### src/rtl/est_pkg.sv
package est_pkg;

    typedef enum logic [2:0] {
        ST_IDLE,
        ST_PROG,
        ST_WIN,
        ST_ERASE,
        ST_CHIP,
        ST_SUSP
    } est_state_e;

    // per-cycle operations on the status byte
    typedef struct packed {
        logic dq7_wr;
        logic dq7_val;
        logic dq7_tgl;
        logic dq6_tgl;
        logic dq3_set;
        logic dq3_clr;
        logic dq2_tgl;
    } st_ctl_t;

    localparam int unsigned US_PER_MS = 1000;

endpackage

### src/rtl/est_timer.sv
module est_timer #(
    parameter int TMR_W = 40
) (
    input  logic             clk,
    input  logic             rst_n,
    input  logic             load,
    input  logic             stop,
    input  logic [TMR_W-1:0] load_val,
    output logic [TMR_W-1:0] cnt_o,
    output logic             expire_o
);
    logic [TMR_W-1:0] cnt_q;

    // down counter: a load of T expires T cycles after the loading edge
    always_ff @(posedge clk) begin
        if (!rst_n)              cnt_q <= '0;
        else if (stop)           cnt_q <= '0;
        else if (load)           cnt_q <= load_val;
        else if (cnt_q != '0)    cnt_q <= cnt_q - 1'b1;
    end

    assign cnt_o    = cnt_q;
    assign expire_o = (cnt_q == TMR_W'(1));
endmodule

### src/rtl/est_queue.sv
module est_queue #(
    parameter  int NUM_SECT = 16,
    parameter  int CNT_W    = 8,
    localparam int SW       = $clog2(NUM_SECT)
) (
    input  logic             clk,
    input  logic             rst_n,
    input  logic             add,
    input  logic [SW-1:0]    add_idx,
    input  logic             clear,
    input  logic [SW-1:0]    rd_idx,
    output logic             hit_o,
    output logic [CNT_W-1:0] count_o
);
    logic [NUM_SECT-1:0] map_q;
    logic [CNT_W-1:0]    cnt_q;

    for (genvar g = 0; g < NUM_SECT; g++) begin : g_bit
        always_ff @(posedge clk) begin
            if (!rst_n || clear)                  map_q[g] <= 1'b0;
            else if (add && add_idx == SW'(g))    map_q[g] <= 1'b1;
        end
    end

    always_ff @(posedge clk) begin
        if (!rst_n || clear) cnt_q <= '0;
        else if (add)        cnt_q <= cnt_q + 1'b1;
    end

    assign hit_o   = map_q[rd_idx];
    assign count_o = cnt_q;
endmodule

### src/rtl/est_status.sv
module est_status
    import est_pkg::*;
(
    input  logic       clk,
    input  logic       rst_n,
    input  st_ctl_t    ctl,
    output logic [7:0] status_o
);
    logic d7_q, d6_q, d3_q, d2_q;

    always_ff @(posedge clk) begin
        if (!rst_n) begin
            d7_q <= 1'b0;
            d6_q <= 1'b0;
            d3_q <= 1'b0;
            d2_q <= 1'b0;
        end else begin
            if (ctl.dq7_wr)       d7_q <= ctl.dq7_val;
            else if (ctl.dq7_tgl) d7_q <= ~d7_q;
            if (ctl.dq6_tgl)      d6_q <= ~d6_q;
            if (ctl.dq3_set)      d3_q <= 1'b1;
            else if (ctl.dq3_clr) d3_q <= 1'b0;
            if (ctl.dq2_tgl)      d2_q <= ~d2_q;
        end
    end

    assign status_o = {d7_q, d6_q, 2'b00, d3_q, d2_q, 2'b00};
endmodule

### src/rtl/erase_status_timer.sv
module erase_status_timer
    import est_pkg::*;
#(
    parameter  int TICKS_PER_US = 100,
    parameter  int WIN_US       = 50,
    parameter  int PROG_EXP     = 4,
    parameter  int SECT_EXP     = 9,
    parameter  int CHIP_EXP     = 12,
    parameter  int NUM_SECT     = 16,
    parameter  int CNT_W        = 8,
    parameter  int TMR_W        = 40,
    localparam int SW           = $clog2(NUM_SECT)
) (
    input  logic          clk,
    input  logic          rst_n,
    input  logic          prog_go,
    input  logic          prog_d7,
    input  logic          sect_go,
    input  logic [SW-1:0] sect_idx,
    input  logic          chip_go,
    input  logic          susp_go,
    input  logic          resume_go,
    input  logic          other_wr,
    input  logic          rd_go,
    input  logic [SW-1:0] rd_idx,
    input  logic          bypass_i,
    output logic [7:0]    status_o,
    output logic          busy_o,
    output logic          susp_o,
    output logic          rd_status_o,
    output logic          done_o,
    output logic          to_bypass_o
);
    localparam logic [TMR_W-1:0] WIN_T  = TMR_W'(64'(WIN_US) * 64'(TICKS_PER_US));
    localparam logic [TMR_W-1:0] PROG_T = TMR_W'((64'd1 << PROG_EXP) * 64'(TICKS_PER_US));
    localparam logic [TMR_W-1:0] SECT_T = TMR_W'((64'd1 << SECT_EXP) * 64'(US_PER_MS) * 64'(TICKS_PER_US));
    localparam logic [TMR_W-1:0] CHIP_T = TMR_W'((64'd1 << CHIP_EXP) * 64'(US_PER_MS) * 64'(TICKS_PER_US));

    est_state_e       state_q, state_d;
    st_ctl_t          ctl;
    logic             t_load, t_stop, t_exp;
    logic [TMR_W-1:0] t_val, t_cnt, erase_full;
    logic             q_add, q_clr, q_hit;
    logic [CNT_W-1:0] q_cnt;
    logic             save_en, done_set;
    logic [TMR_W-1:0] save_val, saved_q;
    logic             done_q, byp_q;
    logic             abort;

    est_timer #(.TMR_W(TMR_W)) i_timer (
        .clk(clk), .rst_n(rst_n), .load(t_load), .stop(t_stop),
        .load_val(t_val), .cnt_o(t_cnt), .expire_o(t_exp)
    );

    est_queue #(.NUM_SECT(NUM_SECT), .CNT_W(CNT_W)) i_queue (
        .clk(clk), .rst_n(rst_n), .add(q_add), .add_idx(sect_idx),
        .clear(q_clr), .rd_idx(rd_idx), .hit_o(q_hit), .count_o(q_cnt)
    );

    est_status i_status (.clk(clk), .rst_n(rst_n), .ctl(ctl), .status_o(status_o));

    assign erase_full = TMR_W'(q_cnt) * SECT_T;
    assign abort      = other_wr | prog_go | chip_go | resume_go;

    // state register
    always_ff @(posedge clk) begin
        if (!rst_n) state_q <= ST_IDLE;
        else        state_q <= state_d;
    end

    // next state and per-cycle controls
    always_comb begin
        state_d  = state_q;
        ctl      = '0;
        t_load   = 1'b0;
        t_stop   = 1'b0;
        t_val    = '0;
        q_add    = 1'b0;
        q_clr    = 1'b0;
        save_en  = 1'b0;
        save_val = '0;
        done_set = 1'b0;
        unique case (state_q)
            ST_IDLE: begin
                if (prog_go) begin
                    t_load = 1'b1; t_val = PROG_T;
                    ctl.dq7_wr = 1'b1; ctl.dq7_val = ~prog_d7;
                    state_d = ST_PROG;
                end else if (sect_go) begin
                    q_add = 1'b1; t_load = 1'b1; t_val = WIN_T;
                    ctl.dq7_wr = 1'b1; ctl.dq3_clr = 1'b1;
                    state_d = ST_WIN;
                end else if (chip_go) begin
                    t_load = 1'b1; t_val = CHIP_T;
                    ctl.dq7_wr = 1'b1;
                    state_d = ST_CHIP;
                end
            end
            ST_PROG: begin
                ctl.dq6_tgl = rd_go;
                if (t_exp) begin
                    ctl.dq7_tgl = 1'b1; done_set = 1'b1;
                    state_d = ST_IDLE;
                end
            end
            ST_WIN: begin
                ctl.dq6_tgl = rd_go; ctl.dq2_tgl = rd_go;
                if (susp_go) begin
                    save_en = 1'b1; save_val = erase_full;
                    t_stop = 1'b1; ctl.dq3_clr = 1'b1;
                    state_d = ST_SUSP;
                end else if (abort) begin
                    q_clr = 1'b1; t_stop = 1'b1;
                    state_d = ST_IDLE;
                end else if (sect_go) begin
                    q_add = 1'b1; t_load = 1'b1; t_val = WIN_T;
                end else if (t_exp) begin
                    t_load = 1'b1; t_val = erase_full; ctl.dq3_set = 1'b1;
                    state_d = ST_ERASE;
                end
            end
            ST_ERASE: begin
                ctl.dq6_tgl = rd_go; ctl.dq2_tgl = rd_go;
                if (susp_go) begin
                    save_en = 1'b1;
                    save_val = (t_cnt == '0) ? TMR_W'(1) : t_cnt;
                    t_stop = 1'b1; ctl.dq3_clr = 1'b1;
                    state_d = ST_SUSP;
                end else if (t_exp) begin
                    q_clr = 1'b1; ctl.dq3_clr = 1'b1; ctl.dq7_tgl = 1'b1;
                    done_set = 1'b1;
                    state_d = ST_IDLE;
                end
            end
            ST_CHIP: begin
                ctl.dq6_tgl = rd_go; ctl.dq2_tgl = rd_go;
                if (t_exp) begin
                    ctl.dq7_tgl = 1'b1; done_set = 1'b1;
                    state_d = ST_IDLE;
                end
            end
            ST_SUSP: begin
                ctl.dq2_tgl = rd_go & q_hit;
                if (resume_go) begin
                    t_load = 1'b1; t_val = saved_q;
                    ctl.dq3_set = 1'b1; ctl.dq7_wr = 1'b1;
                    state_d = ST_ERASE;
                end
            end
            default: state_d = ST_IDLE;
        endcase
    end

    // registered outputs and saved time
    always_ff @(posedge clk) begin
        if (!rst_n) begin
            saved_q <= '0;
            done_q  <= 1'b0;
            byp_q   <= 1'b0;
        end else begin
            if (save_en) saved_q <= save_val;
            done_q <= done_set;
            byp_q  <= done_set & bypass_i;
        end
    end

    assign busy_o      = (state_q == ST_PROG) || (state_q == ST_WIN) ||
                         (state_q == ST_ERASE) || (state_q == ST_CHIP);
    assign susp_o      = (state_q == ST_SUSP);
    assign rd_status_o = rd_go && (busy_o || (susp_o && q_hit));
    assign done_o      = done_q;
    assign to_bypass_o = byp_q;

    a_r2_prog_polarity: assert property (@(posedge clk) disable iff (!rst_n)
        (state_q == ST_IDLE && prog_go) |=> (status_o[7] == !$past(prog_d7)));
    a_r3_prog_no_dq2: assert property (@(posedge clk) disable iff (!rst_n)
        (state_q == ST_PROG) |=> $stable(status_o[2]));
    a_r4_window_dq3_low: assert property (@(posedge clk) disable iff (!rst_n)
        (state_q == ST_WIN) |-> !status_o[3]);
    a_r5_erase_dq3_high: assert property (@(posedge clk) disable iff (!rst_n)
        (state_q == ST_ERASE) |-> status_o[3]);
    a_r7_susp_timer_stopped: assert property (@(posedge clk) disable iff (!rst_n)
        susp_o |-> (t_cnt == '0));
    a_r8_saved_nonzero: assert property (@(posedge clk) disable iff (!rst_n)
        (state_q == ST_ERASE && susp_go) |=> (saved_q != '0));
    a_r11_done_single: assert property (@(posedge clk) disable iff (!rst_n)
        done_o |=> !done_o);
    a_r11_done_idle: assert property (@(posedge clk) disable iff (!rst_n)
        done_o |-> (state_q == ST_IDLE));
endmodule

### config.mk
export PLATFORM = sky130hd
export DESIGN_NAME = erase_status_timer
export DESIGN_NICKNAME = d
export VERILOG_FILES = /design/src/rtl/est_pkg.sv /design/src/rtl/est_timer.sv /design/src/rtl/est_queue.sv /design/src/rtl/est_status.sv /design/src/rtl/erase_status_timer.sv
export SDC_FILE = /design/constraint.sdc
export NUM_CORES = 1
export LEC_CHECK = 0
export BUFFER_PORTS_ARGS = -buffer_cell sky130_fd_sc_hd__buf_2
export CORE_MARGIN = 5
export CORE_UTILIZATION = 43
export DETAILED_ROUTE_END_ITERATION = 12
export SLEW_MARGIN = 20
export SYNTH_ARGS = -nofsm -noshare
export SYNTH_HDL_FRONTEND = slang
export SYNTH_SLANG_ARGS = --single-unit
### constraint.sdc
create_clock -name clk -period 4.2 [get_ports clk]
set_input_delay 0.84 -clock clk [delete_from_list [all_inputs] [get_ports clk]]
set_output_delay 0.84 -clock clk [all_outputs]
set_load 0.005 [all_outputs]
# ---- After elaboration in Yosys (flattened, before gate mapping)
# Cells that the tools add are included.
# Widths: inputs -> output; s select.
dict set report word_totals {
  reg_bits 113
  in_bits 19
  elab_cells 168
}
dict set report op_classes {
  addsub 2
  multipliers 1
  magnitude_cmp 1
  n_eq_ne 25
  mux 66
  bitwise_logic 10
  n_reduce_logical 37
}
# operator n
set ops {}
lappend ops {{$mux 40} 8}
lappend ops {{$pmux 40 s3} 1}
lappend ops {{$mux 29} 3}
lappend ops {{$pmux 40 s2} 1}
lappend ops {{$mux 34} 2}
lappend ops {{$eq 40x1->1 const B} 1}
lappend ops {{$logic_not 40->1} 1}
lappend ops {{$reduce_bool 40->1} 1}
lappend ops {{$sub 40x1->40 const B} 1}
lappend ops {{$eq 4x4->1 const B} 8}
lappend ops {{$mux 1} 30}
lappend ops {{$mux 3} 10}
lappend ops {{$mul 8x12->20 const B} 1}
lappend ops {{$logic_and 1x1->1} 18}
lappend ops {{$eq 4x3->1 const B} 4}
lappend ops {{$pmux 3 s5} 1}
lappend ops {{$pmux 1 s2} 7}
lappend ops {{$add 8x1->8 const B} 1}
lappend ops {{$eq 4x2->1 const B} 2}
lappend ops {{$ne 4x4->1 const B} 2}
lappend ops {{$eq 3x2->1 const B} 2}
lappend ops {{$eq 3x3->1 const B} 2}
lappend ops {{$pmux 1 s3} 2}
lappend ops {{$reduce_bool 2->1} 3}
lappend ops {{17 further kinds} 30}

# ---- Longest topological paths before layout
dict set report logic_depth {
  word_depth 7
  depth_mapped 13
  depth_no_buf 13
}

# ---- By module
# From an unflattened synthesis, not the netlist that was laid out.
dict set report unflattened {
  cells_unflattened 909
  hier_area_um2 7657.3
}
# module n_inst cells_each area_per_inst_um2 seq_area_each_um2
set by_module_without_submodules {}
lappend by_module_without_submodules {erase_status_timer 1 480 3932.5 900.9}
lappend by_module_without_submodules {est_timer 1 304 2506.2 800.8}
lappend by_module_without_submodules {est_queue 1 103 1006.0 480.5}
lappend by_module_without_submodules {est_status 1 22 212.7 80.1}

# ---- Least setup slack after synthesis
# OpenSTA, ideal clock, no wires.
dict set report synth_timing {
  path_type {register to register}
  startpoint {reg i_queue.cnt_q[2], in the netlist i_queue.count_o[2]}
  endpoint {reg i_timer.cnt_q[32], in the netlist i_timer.cnt_o[32]}
  t_arrival_ps 4020
  path_slack_ps 111
  path_stages_with_launch 14
  path_buffers 0
  period_less_slack_ps 4089
  cell_sequence {dfxtp_1 > ha_1 > ha_1 > inv_1 > fa_1 > inv_1 > fa_1 > ha_1 > a211oi_1 > o21ai_0 > a2111o_1 > a2111oi_0 > o31ai_1 > a21oi_1}
}
dict set report synth_via {
  elab_chain_cells 7
}
# item line
set synth_rtl {}
lappend synth_rtl {{start: declaration} est_queue.sv:16} ;# logic [CNT_W-1:0] cnt_q;
lappend synth_rtl {{start signal: assignment} est_queue.sv:27} ;# else if (add) cnt_q <= cnt_q + 1'b1;
lappend synth_rtl {{$mul 8x12->20} erase_status_timer.sv:62} ;# assign erase_full = TMR_W'(q_cnt) * SECT_T;
lappend synth_rtl {{$mux 34} erase_status_timer.sv:117} ;# end else if (t_exp) begin
lappend synth_rtl {{$mux 40} erase_status_timer.sv:115} ;# end else if (sect_go) begin
lappend synth_rtl {{$mux 40} erase_status_timer.sv:112} ;# end else if (abort) begin
lappend synth_rtl {{$mux 40} erase_status_timer.sv:108} ;# if (susp_go) begin
lappend synth_rtl {{$pmux 40 s3} erase_status_timer.sv:83} ;# unique case (state_q)
lappend synth_rtl {{$mux 40} est_timer.sv:18} ;# else if (load) cnt_q <= load_val;
lappend synth_rtl {{end signal: assignment} est_timer.sv:18}
lappend synth_rtl {{end signal: assignment} est_timer.sv:19} ;# else if (cnt_q != '0) cnt_q <= cnt_q - 1'b1;
lappend synth_rtl {{end: declaration} est_timer.sv:12} ;# logic [TMR_W-1:0] cnt_q;
# No other way between the ends.
# A chain may end at the register's enable or synchronous reset.

# ---- Worst setup path after layout
dict set report layout_timing {
  startpoint {reg i_queue.cnt_q[2], in the netlist i_queue.count_o[2]}
  endpoint {reg i_timer.cnt_q[33], in the netlist i_timer.cnt_o[33]}
}
# The elaborated chain is that of the path after synthesis.

==> flow_summary.json <==
{
  "fin_cells": 1094,
  "worst_pin_slew_ns": 0.9475,
  "final_util_pct": 50.18,
  "worstRegToRegCells": 14,
  "synth_area_leaders": "dfxtp_1 32%, ha_1 9.7%, a21oi_1 4.9%, nor2_1 4.5%, a22oi_1 3.6%",
  "place_congestion": 0.9468,
  "seqPwrFrac_pct": 29.4,
  "fmax_mhz": 248.6,
  "report.final.slew_viol_count": 0,
  "ys_ff_latch": 113,
  "die-width_um": 138.6,
  "endpoint_kind": "flop",
  "synth_flop_cell": "dfxtp_1",
  "crit_chain": "ha_1 > ha_1 > inv_1 > fa_1 > inv_1 > fa_1 > ha_1 > buf_4 > and3_1 > a221oi_4 > a22oi_1 > a221o_1 > or3_1 > a31oi_1",
  "r2r-end": "i_timer.cnt_o[33]",
  "period_share_pct": 95.79,
  "grt_pass1_wl_um": 33330,
  "cp_data_required_time_ns": 4.53,
  "row_count": 47,
  "stdcell_area_mm2": 0.008233,
  "die-area_mm2": 0.01922,
  "via_per_inst": 5.969,
  "min_path_type": "flop to flop",
  "nNetsFinal": 947,
  "path_buf_inv": 3,
  "initial_core_util_pct": 43.37,
  "remaining_drc_errors": 0,
  "ys_warn_count": 0,
  "cts_root_buf": "clkbuf_16",
  "setup_violations": 0,
  "fp.dieH_um": 138.6,
  "crit_cells": 14,
  "postSynthCellCount": 837,
  "globalRoute.busiestLayer": "met2",
  "synth_adder_area_share_pct": 13.05,
  "vias": 6530,
  "area_growth_pct": 15.70,
  "hold_viol_final": 0,
  "reg2reg_from": "i_queue.count_o[2]",
  "r2r_slack_ns": 0.18,
  "synth_compound_area_share_pct": 21.28,
  "crit_path_start": "i_queue.count_o[2]",
  "p_total_mw": 4.565,
  "grt_pass1_vias": 6410,
  "numPortBuffers": 27,
  "cp-endpoint": "i_timer.cnt_o[33]",
  "irDropWorstVdd_mv": 0.3040,
  "track_usage_pct": 21.21,
  "place_hpwl_um": 14360,
  "cts_tree": "done",
  "hold_buffers": 0,
  "overflow": 0,
  "finClkSkew_ns": 0.008225,
  "placed_area_mm2": 0.007533,
  "power_frac_comb_pct": 36.1,
  "synth.avg_cell_area_um2": 8.501,
  "clk_latency_ns": 0.42,
  "grtUsageMet2_pct": 34.53,
  "first_iter_violations": 490,
  "grt_max_degree": 44,
  "synthMuxAreaShare_pct": 2.708,
  "yosys.area_share.simple_pct": 20.08,
  "synthTopCellsByCount": "113 x dfxtp_1, 85 x nor2_1, 69 x a21oi_1, 66 x nand2_1, 55 x ha_1",
  "synth_top_family_by_area": "compound AO/OA/AOI/OAI gates",
  "place_inst": 1062,
  "maxSlewHeadroom_pct": 36.63,
  "antenna_left": 0,
  "synth_xor_area_share_pct": 6.154,
  "crit_path_start_kind": "flop",
  "crit_type": "flop to flop",
  "min_from": "saved_q[0]",
  "fin_hold_ws_ns": 0.4528,
  "p_sw_share_pct": 37.97,
  "status": "complete, no violations",
  "cts_max_path_buffers": 2,
  "leakage_nw": 3.523,
  "io-pin-count": 32,
  "cts.sinks": 113,
  "max_stage_delay_ns": 0.49,
  "synth_cell_types": 69,
  "met1_usage_pct": 27.69,
  "synthMostInstantiatedCell": "dfxtp_1",
  "critPathMostFrequentCell": "ha_1",
  "netlist_area_mm2": 0.007116,
  "arrival_ns": 4.36,
  "p_per_area_mw_per_mm2": 554.5,
  "core-area_mm2": 0.01641,
  "ys_seq_area_share_pct": 31.79,
  "synth_edf_count": 0,
  "firstDrtPassIters": 5,
  "p_int_mw": 2.832,
  "fin_crit_ns": 4.023,
  "wire_per_inst_um": 18.53,
  "final_layout_size_suffix_gt1_share_pct": 13.50,
  "pwr-share-clk_pct": 34.5,
  "slowest_stage": "fa_1",
  "worstPathMaxFanout": 4,
  "met3_usage_pct": 4.828,
  "cts.htree.levels": 4,
  "netSwitchingPower_mw": 1.733,
  "rsz0062_at_grt": "yes",
  "wl_um": 20270,
  "drv_cap": 0,
  "num_antenna_cells": 0,
  "synth_top_area_share_pct": 31.79,
  "async_reset_ff_share_pct": 0,
  "antenna_found_initial": 0,
  "cts_buffers": 17,
  "clkSlewWorstSetupHoldPaths_ns": 0.05,
  "fillerInstances": 1537,
  "cp_top_family": "adder cells",
  "yosys.area.top_type": "dfxtp_1"
}
==> sequential cells by signal, summed over array words and instances, names as in the netlist <==
signal           cells
to_bypass_o          1
state_q              3
i_queue.count_o      8
i_status.d2_q        1
i_status.d3_q        1
i_queue.map_q       16
done_o               1
saved_q             40
i_status.d7_q        1
i_timer.cnt_o       40
i_status.d6_q        1
==> worst register-to-register path: cells and delay by family (launching register included) <==
family	cells	cell delay, ns
adder cells (fa/ha/maj)	5	1.91
AO/OA/AOI/OAI	4	0.89
AND/OR/NAND/NOR	2	0.57
flip-flops	1	0.32
buffers and inverters	3	0.26
==> routing by layer <==
metal	wire length, um	part of all wire [%]	vias up
li1	-	-	3145
met1	8952	44	3135
met2	9696	48	211
met3	1199	5.9	39
met4	425	2.1	0
met5	0	0	-
==> worst min path at each step <==
stage	end	slack (ns)	cells past startpoint
3_5_place_dp	saved_q[39]	0.44	2
4_1_cts	saved_q[39]	0.45	2
2_1_floorplan	i_queue.map_q[0]	0.42	2
6_report	saved_q[0]	0.45	2
5_1_grt	saved_q[39]	0.47	2
3_3_place_gp	i_queue.map_q[0]	0.43	2
==> repair_timing <==
action	in CTS	in global routing
setup buffers	0	0
pin swaps	0	2
gates resized for setup	3	10
endpoints found under the setup margin	3	5
endpoints found under the hold margin	0	0
==> layout make-up <==
class	count	area [um^2]	share of cell area [%]
Clock buffer	18	429.2	5.213
Clock inverter	14	212.7	2.584
Inverter	21	78.83	0.9574
Multi-Input combinational cell	648	4592	55.78
Sequential cell	113	2262	27.48
Tap cell	220	275.3	3.343
Timing Repair Buffer	60	382.9	4.650
==> power by group through the flow <==
stage,sequential (mW),clock (mW),combinational [mW]
floorplan,1.31,0,1.22
global placement,1.35,0,1.59
detailed placement,1.36,0,1.62
CTS,1.34,1.61,1.63
global route,1.36,1.66,1.80
finish,1.34,1.58,1.65
==> through the flow <==
| step | setup slack [ns] | setup TNS, ns |
|---|---|---|
| 2_1_floorplan | 0.1106 | 0 |
| 3_3_place_gp | 0.07942 | 0 |
| 3_5_place_dp | -0.02101 | -0.02101 |
| 4_1_cts | 0.03671 | 0 |
| 5_1_grt | -0.01184 | -0.01184 |
| 6_report | 0.1767 | 0 |
==> cells in the final DEF, fill, tap and decap left out, types with 11 or more instances in the layout <==
master     Yosys  final
a211oi_1      13     12
a21oi_1       69     68
a221oi_1      13     12
a22oi_1       34     34
a31oi_1       13     13
buf_2          5     27
buf_4         10     33
clkbuf_16      0     17
dfxtp_1      113    113
fa_1          12     11
ha_1          55     55
inv_1         19     19
nand2_1       66     66
nand3_1       24     24
nor2_1        85     84
nor3_1        26     25
nor4_1        19     19
o21ai_0       26     23
or3_1         15     15
or4_1         12     12
xnor2_1       21     21
xor2_1        29     29
==> cell families after synthesis <==
logic type | Yosys count
fa+ha+maj | 67
buf+inv | 79
flops | 113
simple gates | 289
compound gates | 224
xor+xnor | 50
other cells | 1
mux | 14
Power figures use the tool's default switching activity.
